<file path="src/rtl/dct_pkg.sv">
`timescale 1ns/1ps
package dct_pkg;
   localparam int ADDR_W = 8;
   localparam int OFF_W  = 6;

   localparam logic [OFF_W-1:0] OFF_CTRL = 6'h00;
   localparam logic [OFF_W-1:0] OFF_MODE = 6'h04;
   localparam logic [OFF_W-1:0] OFF_CV   = 6'h10;
   localparam logic [OFF_W-1:0] OFF_CMPA = 6'h14;
   localparam logic [OFF_W-1:0] OFF_CMPC = 6'h1C;
   localparam logic [OFF_W-1:0] OFF_IEN  = 6'h24;
   localparam logic [OFF_W-1:0] OFF_IDIS = 6'h28;
   localparam logic [OFF_W-1:0] OFF_IMSK = 6'h2C;

   localparam logic [OFF_W-1:0] OFF_SYNC = 6'h00;
   localparam logic [OFF_W-1:0] OFF_BMUX = 6'h04;
   localparam logic [OFF_W-1:0] OFF_LOCK = 6'h24;

   localparam logic [1:0]  WIN_BLOCK   = 2'd3;
   localparam logic [23:0] LOCK_KEY    = 24'h54494D;
   localparam logic [1:0]  BMUX_CHAIN  = 2'd2;
   localparam logic [2:0]  SEL_XCHAIN  = 3'd6;

   typedef enum logic [1:0] {
      ACT_NONE   = 2'd0,
      ACT_SET    = 2'd1,
      ACT_CLEAR  = 2'd2,
      ACT_TOGGLE = 2'd3
   } wave_act_e;
endpackage

</file>
<file path="src/rtl/dct_prescaler.sv">
`timescale 1ns/1ps
module dct_prescaler #(
   parameter int NUM_DIV = 4
) (
   input  logic               clk,
   input  logic               rst_n,
   input  logic               sync_i,
   output logic [NUM_DIV-1:0] div_tick_o
);
   localparam int PRE_W = 2 * NUM_DIV - 1;

   logic [PRE_W-1:0] pre_q;

   always_ff @(posedge clk or negedge rst_n) begin
      if (!rst_n)       pre_q <= '0;
      else if (sync_i)  pre_q <= '0;
      else              pre_q <= pre_q + 1'b1;
   end

   for (genvar k = 0; k < NUM_DIV; k++) begin : g_tap
      assign div_tick_o[k] = &pre_q[2*k:0];
   end

   AST_PRE_RESTART: assert property (@(posedge clk) disable iff (!rst_n)
      sync_i |=> (pre_q == '0));
   AST_PRE_STEP: assert property (@(posedge clk) disable iff (!rst_n)
      !sync_i |=> (pre_q == $past(pre_q) + 1'b1));
endmodule

</file>
<file path="src/rtl/dct_wprot.sv">
`timescale 1ns/1ps
module dct_wprot import dct_pkg::*; (
   input  logic        clk,
   input  logic        rst_n,
   input  logic        wr_i,
   input  logic [31:0] wdata_i,
   output logic        locked_o
);
   logic locked_q;
   logic key_ok;

   assign key_ok = (wdata_i[31:8] == LOCK_KEY);

   always_ff @(posedge clk or negedge rst_n) begin
      if (!rst_n)                 locked_q <= 1'b1;
      else if (wr_i && key_ok)    locked_q <= wdata_i[0];
   end

   assign locked_o = locked_q;

   AST_BAD_KEY_IGNORED: assert property (@(posedge clk) disable iff (!rst_n)
      (wr_i && (wdata_i[31:8] != LOCK_KEY)) |=> $stable(locked_q));
endmodule

</file>
<file path="src/rtl/dct_channel.sv">
`timescale 1ns/1ps
module dct_channel import dct_pkg::*; #(
   parameter int CNT_W   = 32,
   parameter int CH_IDX  = 0,
   parameter int NUM_DIV = 4
) (
   input  logic               clk,
   input  logic               rst_n,
   input  logic               sync_i,
   input  logic [NUM_DIV-1:0] div_tick_i,
   input  logic               xc_edge_i,
   input  logic               wr_i,
   input  logic [OFF_W-1:0]   off_i,
   input  logic [31:0]        wdata_i,
   input  logic               cfg_ok_i,
   output logic               wave_o,
   output logic [31:0]        rdata_o
);
   localparam int IMR_W = 8;

   logic             en_q;
   logic [2:0]       sel_q;
   logic             wmode_q;
   wave_act_e        acta_q, actc_q;
   logic [CNT_W-1:0] cv_q, cmpa_q, cmpc_q;
   logic [IMR_W-1:0] imr_q;
   logic             wave_q;

   logic      int_tick, ext_tick, tick;
   wave_act_e act;
   logic      wave_nxt;

   always_comb begin
      int_tick = 1'b0;
      for (int k = 0; k < NUM_DIV; k++)
         if (sel_q == 3'(k)) int_tick = div_tick_i[k];
   end

   if (CH_IDX == 1) begin : g_chain_in
      assign ext_tick = (sel_q == SEL_XCHAIN) && xc_edge_i;
   end else begin : g_no_chain_in
      assign ext_tick = 1'b0;
   end

   assign tick = en_q && (int_tick || ext_tick);

   always_comb begin
      act = ACT_NONE;
      if (cv_q == cmpa_q) act = acta_q;
      if (cv_q == cmpc_q) act = actc_q;
      unique case (act)
         ACT_SET:    wave_nxt = 1'b1;
         ACT_CLEAR:  wave_nxt = 1'b0;
         ACT_TOGGLE: wave_nxt = ~wave_q;
         default:    wave_nxt = wave_q;
      endcase
   end

   always_ff @(posedge clk or negedge rst_n) begin
      if (!rst_n) begin
         cv_q   <= '0;
         wave_q <= 1'b0;
      end else if (sync_i) begin
         cv_q   <= '0;
         wave_q <= 1'b0;
      end else if (tick) begin
         cv_q <= cv_q + 1'b1;
         if (wmode_q) wave_q <= wave_nxt;
      end
   end

   always_ff @(posedge clk or negedge rst_n) begin
      if (!rst_n) begin
         en_q    <= 1'b0;
         sel_q   <= '0;
         wmode_q <= 1'b0;
         acta_q  <= ACT_NONE;
         actc_q  <= ACT_NONE;
         cmpa_q  <= '0;
         cmpc_q  <= '0;
         imr_q   <= '0;
      end else if (wr_i) begin
         unique case (off_i)
            OFF_CTRL: begin
               if (wdata_i[1])      en_q <= 1'b0;
               else if (wdata_i[0]) en_q <= 1'b1;
            end
            OFF_MODE: if (cfg_ok_i) begin
               sel_q   <= wdata_i[2:0];
               wmode_q <= wdata_i[15];
               acta_q  <= wave_act_e'(wdata_i[17:16]);
               actc_q  <= wave_act_e'(wdata_i[19:18]);
            end
            OFF_CMPA: if (cfg_ok_i) cmpa_q <= wdata_i[CNT_W-1:0];
            OFF_CMPC: if (cfg_ok_i) cmpc_q <= wdata_i[CNT_W-1:0];
            OFF_IEN:  imr_q <= imr_q | wdata_i[IMR_W-1:0];
            OFF_IDIS: imr_q <= imr_q & ~wdata_i[IMR_W-1:0];
            default: ;
         endcase
      end
   end

   always_comb begin
      unique case (off_i)
         OFF_CTRL: rdata_o = {31'b0, en_q};
         OFF_MODE: rdata_o = {12'b0, 2'(actc_q), 2'(acta_q), wmode_q, 12'b0, sel_q};
         OFF_CV:   rdata_o = 32'(cv_q);
         OFF_CMPA: rdata_o = 32'(cmpa_q);
         OFF_CMPC: rdata_o = 32'(cmpc_q);
         OFF_IMSK: rdata_o = {24'b0, imr_q};
         default:  rdata_o = '0;
      endcase
   end

   assign wave_o = wave_q;

   AST_SYNC_CLEARS: assert property (@(posedge clk) disable iff (!rst_n)
      sync_i |=> (cv_q == '0 && !wave_q));
   AST_COUNT_STEP: assert property (@(posedge clk) disable iff (!rst_n)
      (!sync_i && tick) |=> (cv_q == $past(cv_q) + 1'b1));
   AST_COUNT_HOLD: assert property (@(posedge clk) disable iff (!rst_n)
      (!sync_i && !tick) |=> $stable(cv_q));
   AST_WAVE_FROZEN: assert property (@(posedge clk) disable iff (!rst_n)
      (!sync_i && !wmode_q) |=> $stable(wave_q));
endmodule

</file>
<file path="src/rtl/dual_chain_timer.sv">
`timescale 1ns/1ps
module dual_chain_timer import dct_pkg::*; #(
   parameter int CNT_W   = 32,
   parameter int NUM_DIV = 4
) (
   input  logic              clk,
   input  logic              rst_n,
   input  logic              bus_wr,
   input  logic [ADDR_W-1:0] bus_addr,
   input  logic [31:0]       bus_wdata,
   output logic [31:0]       bus_rdata,
   output logic [1:0]        wave_o
);
   localparam int NUM_CH = 2;

   if (CNT_W < 2 || CNT_W > 32) begin : g_bad_cnt_w
      $error("dual_chain_timer: CNT_W must lie in 2..32");
   end
   if (NUM_DIV < 1 || NUM_DIV > 4) begin : g_bad_num_div
      $error("dual_chain_timer: NUM_DIV must lie in 1..4");
   end

   logic [1:0]         win;
   logic [OFF_W-1:0]   off;
   logic               blk_wr, sync, locked, lock_wr;
   logic [NUM_DIV-1:0] div_tick;
   logic [1:0]         bmux_q;
   logic               w0_d_q, xc_edge;
   logic [31:0]        ch_rdata [NUM_CH];

   assign win     = bus_addr[7:6];
   assign off     = bus_addr[OFF_W-1:0];
   assign blk_wr  = bus_wr && (win == WIN_BLOCK);
   assign sync    = blk_wr && (off == OFF_SYNC) && bus_wdata[0];
   assign lock_wr = blk_wr && (off == OFF_LOCK);

   dct_prescaler #(.NUM_DIV(NUM_DIV)) u_pre (
      .clk(clk), .rst_n(rst_n), .sync_i(sync), .div_tick_o(div_tick));

   dct_wprot u_wprot (
      .clk(clk), .rst_n(rst_n), .wr_i(lock_wr), .wdata_i(bus_wdata),
      .locked_o(locked));

   always_ff @(posedge clk or negedge rst_n) begin
      if (!rst_n) begin
         bmux_q <= '0;
         w0_d_q <= 1'b0;
      end else begin
         w0_d_q <= wave_o[0];
         if (blk_wr && off == OFF_BMUX && !locked) bmux_q <= bus_wdata[3:2];
      end
   end

   assign xc_edge = (bmux_q == BMUX_CHAIN) && wave_o[0] && !w0_d_q;

   for (genvar i = 0; i < NUM_CH; i++) begin : g_ch
      dct_channel #(.CNT_W(CNT_W), .CH_IDX(i), .NUM_DIV(NUM_DIV)) u_ch (
         .clk(clk), .rst_n(rst_n), .sync_i(sync), .div_tick_i(div_tick),
         .xc_edge_i(xc_edge), .wr_i(bus_wr && win == 2'(i)), .off_i(off),
         .wdata_i(bus_wdata), .cfg_ok_i(!locked), .wave_o(wave_o[i]),
         .rdata_o(ch_rdata[i]));
   end

   always_comb begin
      bus_rdata = '0;
      if (win == 2'd0)      bus_rdata = ch_rdata[0];
      else if (win == 2'd1) bus_rdata = ch_rdata[1];
      else if (win == WIN_BLOCK) begin
         if (off == OFF_BMUX)      bus_rdata = {28'b0, bmux_q, 2'b0};
         else if (off == OFF_LOCK) bus_rdata = {31'b0, locked};
      end
   end

   AST_LOCK_BMUX: assert property (@(posedge clk) disable iff (!rst_n)
      (locked && blk_wr && off == OFF_BMUX) |=> $stable(bmux_q));
   AST_NO_CHAIN_WITHOUT_MUX: assert property (@(posedge clk) disable iff (!rst_n)
      (bmux_q != BMUX_CHAIN) |-> !xc_edge);
endmodule

</file>
<file path="config.mk">
export PLATFORM = sky130hd
export DESIGN_NAME = dual_chain_timer
export DESIGN_NICKNAME = d
export VERILOG_FILES = /design/src/rtl/dct_pkg.sv /design/src/rtl/dct_prescaler.sv /design/src/rtl/dct_wprot.sv /design/src/rtl/dct_channel.sv /design/src/rtl/dual_chain_timer.sv
export SDC_FILE = /design/constraint.sdc
export NUM_CORES = 1
export LEC_CHECK = 0
export BUFFER_PORTS_ARGS = -buffer_cell sky130_fd_sc_hd__buf_2
export CAP_MARGIN = 30
export CORE_MARGIN = 2
export CORE_UTILIZATION = 40
export CTS_BUF_LIST = sky130_fd_sc_hd__clkbuf_4 sky130_fd_sc_hd__clkbuf_8
export CTS_CLUSTER_SIZE = 24
export DETAILED_ROUTE_END_ITERATION = 7
export HOLD_SLACK_MARGIN = 0.12
export SETUP_SLACK_MARGIN = 0.3
export SKIP_CTS_REPAIR_TIMING = 1
export SYNTH_ARGS = -nofsm -noshare
export SYNTH_HDL_FRONTEND = slang
export SYNTH_SLANG_ARGS = --single-unit
</file>
<file path="constraint.sdc">
create_clock -name clk -period 4.4 [get_ports clk]
set_input_delay 1.1 -clock clk [delete_from_list [all_inputs] [get_ports clk]]
set_output_delay 1.1 -clock clk [all_outputs]
set_load 0.01 [all_outputs]
</file>
* Word level (Yosys, flattened, before mapping)
Index checks and enable logic that the tools add are counted.
** Word-level totals
- Input port bits :: 43
- Output and inout port bits :: 34
- Word-level logic and storage cells :: 143
- Flip-flop bits (word level) :: 239
** Cells by class
- Muxes and demuxes :: 36
- Bitwise logic cells :: 8
- $add $sub $neg :: 3
- Reduce and logical (&&, ||, !) cells :: 44
- Equal/unequal tests :: 28
** Operators by type and width (count)
- $pmux W32 S6 :: 2
- $mux W32 :: 6
- $eq A32 B32 Y1 :: 4
- $add A32 B1 Y32 const B :: 2
- $reduce_and A3 Y1 :: 11
- $pmux W8 S2 :: 2
- $eq A24 B23 Y1 const B :: 1
- $eq A6 B5 Y1 const B :: 3
- $eq A6 B6 Y1 const B :: 3
- $mux W1 :: 17
- $and A8 B8 Y8 :: 2
- $or A8 B8 Y8 :: 2
- $logic_and A1 B1 Y1 :: 14
- $eq A2 B2 Y1 const B :: 6
- $eq A3 B2 Y1 const B :: 4
- $reduce_bool A2 Y1 :: 6
- $mux W2 :: 4
- $mux W4 :: 2
- $not A8 Y8 :: 1
- $reduce_bool A4 Y1 :: 2
- $add A7 B1 Y7 const B :: 1
- $mux W7 :: 1
- $reduce_and A7 Y1 :: 1
- $eq A2 B1 Y1 const B :: 3
- 12 further kinds :: 19

* Logic depth before layout (Yosys ltp)
- Depth in word-level cells :: 9
- Depth in mapped cells :: 11

* Modules after synthesis
From an unflattened synthesis, not the netlist that was laid out.
** Unflattened totals
- Cells, all modules :: 1358
- Area total of the unflattened synthesis :: 13749.4 um^2
** By module, submodules not included
- dct_channel (g_ch[0].u_ch) :: times used 1, cells each 614, seq. area each 2852.7 um^2, area each 6287.3 um^2
- dct_channel (g_ch[1].u_ch) :: times used 1, cells each 607, seq. area each 2852.7 um^2, area each 6276.0 um^2
- dual_chain_timer :: times used 1, cells each 94, seq. area each 75.1 um^2, area each 725.7 um^2
- dct_prescaler :: times used 1, cells each 30, seq. area each 175.2 um^2, area each 335.3 um^2
- dct_wprot :: times used 1, cells each 13, seq. area each 26.3 um^2, area each 125.1 um^2

* Worst setup path after synthesis
No wires, ideal clock.
- Kind :: input to output
- Start point :: input bus_addr[3]
- End point :: output bus_rdata[10]
- Required time :: 3300 ps
- Path slack :: 508 ps
- Stages :: 7
- Buffers on the path :: 4
- Arrival time :: 2792 ps
- Cell sequence :: buf_2 buf_2 buf_1 clkbuf_1 mux2_2 a22oi_1 o22ai_1
** On the way
- Word-level cells in the longest chain between the ends :: 4
- Elaborated cells between the ends (all ways) :: 10
- Classes of those cells :: eq/ne: 5; mux: 4; reduce/logical: 1
** Ends and longest elaborated chain
- from (decl) :: RTL line dual_chain_timer.sv:9 : input logic [ADDR_W-1:0] bus_addr,
- $eq A6 B6 Y1, or another cell as far along :: RTL line dct_channel.sv:104 : unique case (off_i)
- $pmux W32 S6 :: RTL line dct_channel.sv:104
- $mux W32 :: RTL line dual_chain_timer.sv:67 : else if (win == 2'd1) bus_rdata = ch_rdata[1];
- $mux W32 * :: RTL line dual_chain_timer.sv:66 : if (win == 2'd0) bus_rdata = ch_rdata[0];
- to (decl) :: RTL line dual_chain_timer.sv:11 : output logic [31:0] bus_rdata,
Every way passes the cells marked *; elsewhere a longest branch is shown, timed or not.

* Worst setup path after layout
- Start point :: input bus_addr[3]
- End point :: output bus_rdata[24]
Same word-level chain as after synthesis.

==> impl_results.md <==
* Root Buffer Master: clkbuf_8
* Sink Count at 239
* Number of synthesis warnings at 0
* Mapped Cells at 1322
* Hpwl dp at 29440 um
* Top layer in use: met4
* DR WL met3 at 1658 um
* Via count at 10480
* Critical path class: in -> out
* Setup TNS at 0 ps
* Post-synth ARST share at 100.0%
* GP Congestion at 0.9149
* TritonCTS clock tree: yes
* IO Port Bufs at 76
* R2R Setup Slk at 1430 ps
* Most frequent CP cell: buf_4
* Sequence of cells on the critical path: buf_6 > buf_4 > buf_4 > mux2_2 > a22oi_1 > o22ai_1 > buf_2
* Most common cell after layout, fill and taps aside: dfrtp_1
* Area of the multi-input gates at 7336 um^2
* Seq/Total Area, Yosys at 42.85%
* CTS clk-pin slew, worst paths at 60 ps
* Yosys reg bits at 239
* Hold Path Class: reg -> reg
* Met1 wire length at 18380 um
* CTS max path bufs at 3
* Clock Skew at 18.00 ps
* GRT Resource Usage Total at 23.07%
* Final period utilization at 90.69%
* Fmax achieved at 250.6 MHz
* Nets at 1391
* Tmin final at 3990 ps
* CP max stage cell: mux2_2
* Leak at 6.634 nW
* Slowest Stage Delay on Critical Path at 360 ps
* Syn_area_per_cell at 10.56 um^2
* Via/cell ratio at 5.735
* Slew at the pin closest to its max-slew limit at 905.1 ps
* Yosys cell types at 67
* Setup crit end: bus_rdata[24]
* Status: complete, no violations
* Die area at 36410 um^2
* Number of synthesized flops with an enable pin at 0
* Synth area leader: dfrtp_1
* Power Dens Cells at 457.5 nW/um^2
* First drt pass iteration count at 5
* Dpl cells at 1751
* R2R cell count at 6
* Worst skew pair latency at 560 ps
* Yosys top cell area share at 42.66%
* Crit-path max FO at 30
* Most frequent cells in the layout: 238 x dfrtp_1, 208 x mux2_2, 99 x xor2_1
* Largest net degree at the start of global routing at 109
* Synthesis-to-finish area growth at 11.21%
* Final non-filler cell total at 1827
* Drt total wl at 41490 um
* Critical R2R Launch: g_ch[1].u_ch.sel_q[0]
* First-pass GRT wire length at 63670 um
* Dpl ws at 338.9 ps
* Largest cells by area after synthesis: dfrtp_1 43%, mux2_2 17%, xor2_1 6.2%
* Reg2Reg Capture Point: g_ch[1].u_ch.cv_q[30]
* WL met2 at 19620 um
* RSZ-0062 raised after global routing: false
* Dominant synthesized flop cell: dfrtp_1
* Synth Cell Area at 13960 um^2
* Layout Utilization at 45.05%
* Final instance area at 15520 um^2
* Io pins at 77
* DRC viols at 0
* Final setup violation count at 0
* Remaining antenna violation count after routing at 0
* Number of global-route vias before repair at 10490
* Crit end category: primary output
* DIE HEIGHT at 190.8 um
* Initial drt markers at 667
* Die width at 190.8 um
* Crit path DAT at 2890 ps
* Setup ws final at 409.7 ps
* Fill cells at 3246
* Area after DPL at 14590 um^2
* Layout cells sized above 1 at 31.63%
* WP data required at 3300 ps
* GRT Residual Overflow at 0
* Wire per inst at 22.71 um
* IR Drop Worst-Case VDD at 0.0001641 V
* Net Count, Synth at 1372
* CP startpoint kind: primary input
* Hold_ws at 507.6 ps
* CP startpoint: bus_addr[3]
* Core area at 34460 um^2
* Reg area at 5982 um^2
* Max Slew Vio Count at 0
* FP Rows at 68
* Overall power at 7.103 mW
* Initial antenna violation count at 1
* Rel. slew slack at 39.66%
* Max Cap Viol at 0
* Initial Utilization at 40.51%
* CTS Buf Count at 43
* Diodes inserted at 0
* H-tree levels at 2
* Fin. Hold Viols at 0
synthesized netlist by cell type (11+ instances only):
cell type	instances
nand3_1	25
a21oi_1	50
nor2_1	99
xor2_1	99
buf_2	35
o22ai_1	31
nor3_2	16
or3_1	11
a22oi_1	65
dfrtp_1	238
inv_1	22
nand2_1	43
clkbuf_1	68
nand4_1	26
nor3_1	15
a31oi_1	16
nor4_1	37
xnor2_1	85
buf_1	15
mux2_2	208
report_power, final:
part           switching [mW]  internal (mW)  total, mW  leakage, nW
Sequential              0.625           2.50       3.12         3.01
Combinational            1.02          0.716       1.73         3.13
Clock                   0.929           1.32       2.25        0.498
cells by family (layout without fill, tap and decap cells):
group,after synthesis,in the layout,share of synthesized area [%]
compound gates,198,198,9.402
mux,214,214,17.25
flops,239,239,42.85
simple gates,330,330,13.50
fa+ha+maj,7,7,0.6274
xor+xnor,184,184,11.54
buf+inv,150,200,4.822
worst min-delay path by stage:
stage	cells after the start	startpoint	endpoint	slack [ps]
after global routing	0	g_ch[0].u_ch.wave_o	w0_d_q	510
after detailed placement	0	g_ch[0].u_ch.wave_o	w0_d_q	480
after floorplan	0	g_ch[0].u_ch.wave_o	w0_d_q	410
after global placement	0	g_ch[0].u_ch.wave_o	w0_d_q	490
after CTS	0	g_ch[0].u_ch.wave_o	w0_d_q	500
final	0	g_ch[0].u_ch.wave_o	w0_d_q	510
metal layers:
layer	vias up	track usage, %
li1	4769	-
met1	5362	31.34
met2	260	36.78
met3	86	2.779
met4	0	10.64
met5	-	0
worst max-delay path, delay by kind of cell:
family          cells  cell delay (ps)
compound gates      2              370
buf+inv             4             1030
mux                 1              360
registers in the layout, summed over array words and instances, names as in the netlist, 4 cells and up, named ones only:
name              flops
g_ch.u_ch.acta_q      4
u_pre.pre_q           7
g_ch.u_ch.cv_q       64
g_ch.u_ch.cmpa_q     64
g_ch.u_ch.sel_q       6
g_ch.u_ch.actc_q      4
g_ch.u_ch.cmpc_q     64
cell type report:
| class | count | share of cell area, % |
|---|---|---|
| well taps | 455 | 3.667 |
| repair buffers | 102 | 4.054 |
| flip-flops and latches | 239 | 38.53 |
| multi-input cells | 933 | 47.25 |
| inverters | 22 | 0.5319 |
| clock buffers | 73 | 5.706 |
| clock inverters | 3 | 0.2579 |
No activity file was read; power rests on OpenSTA's default activity.
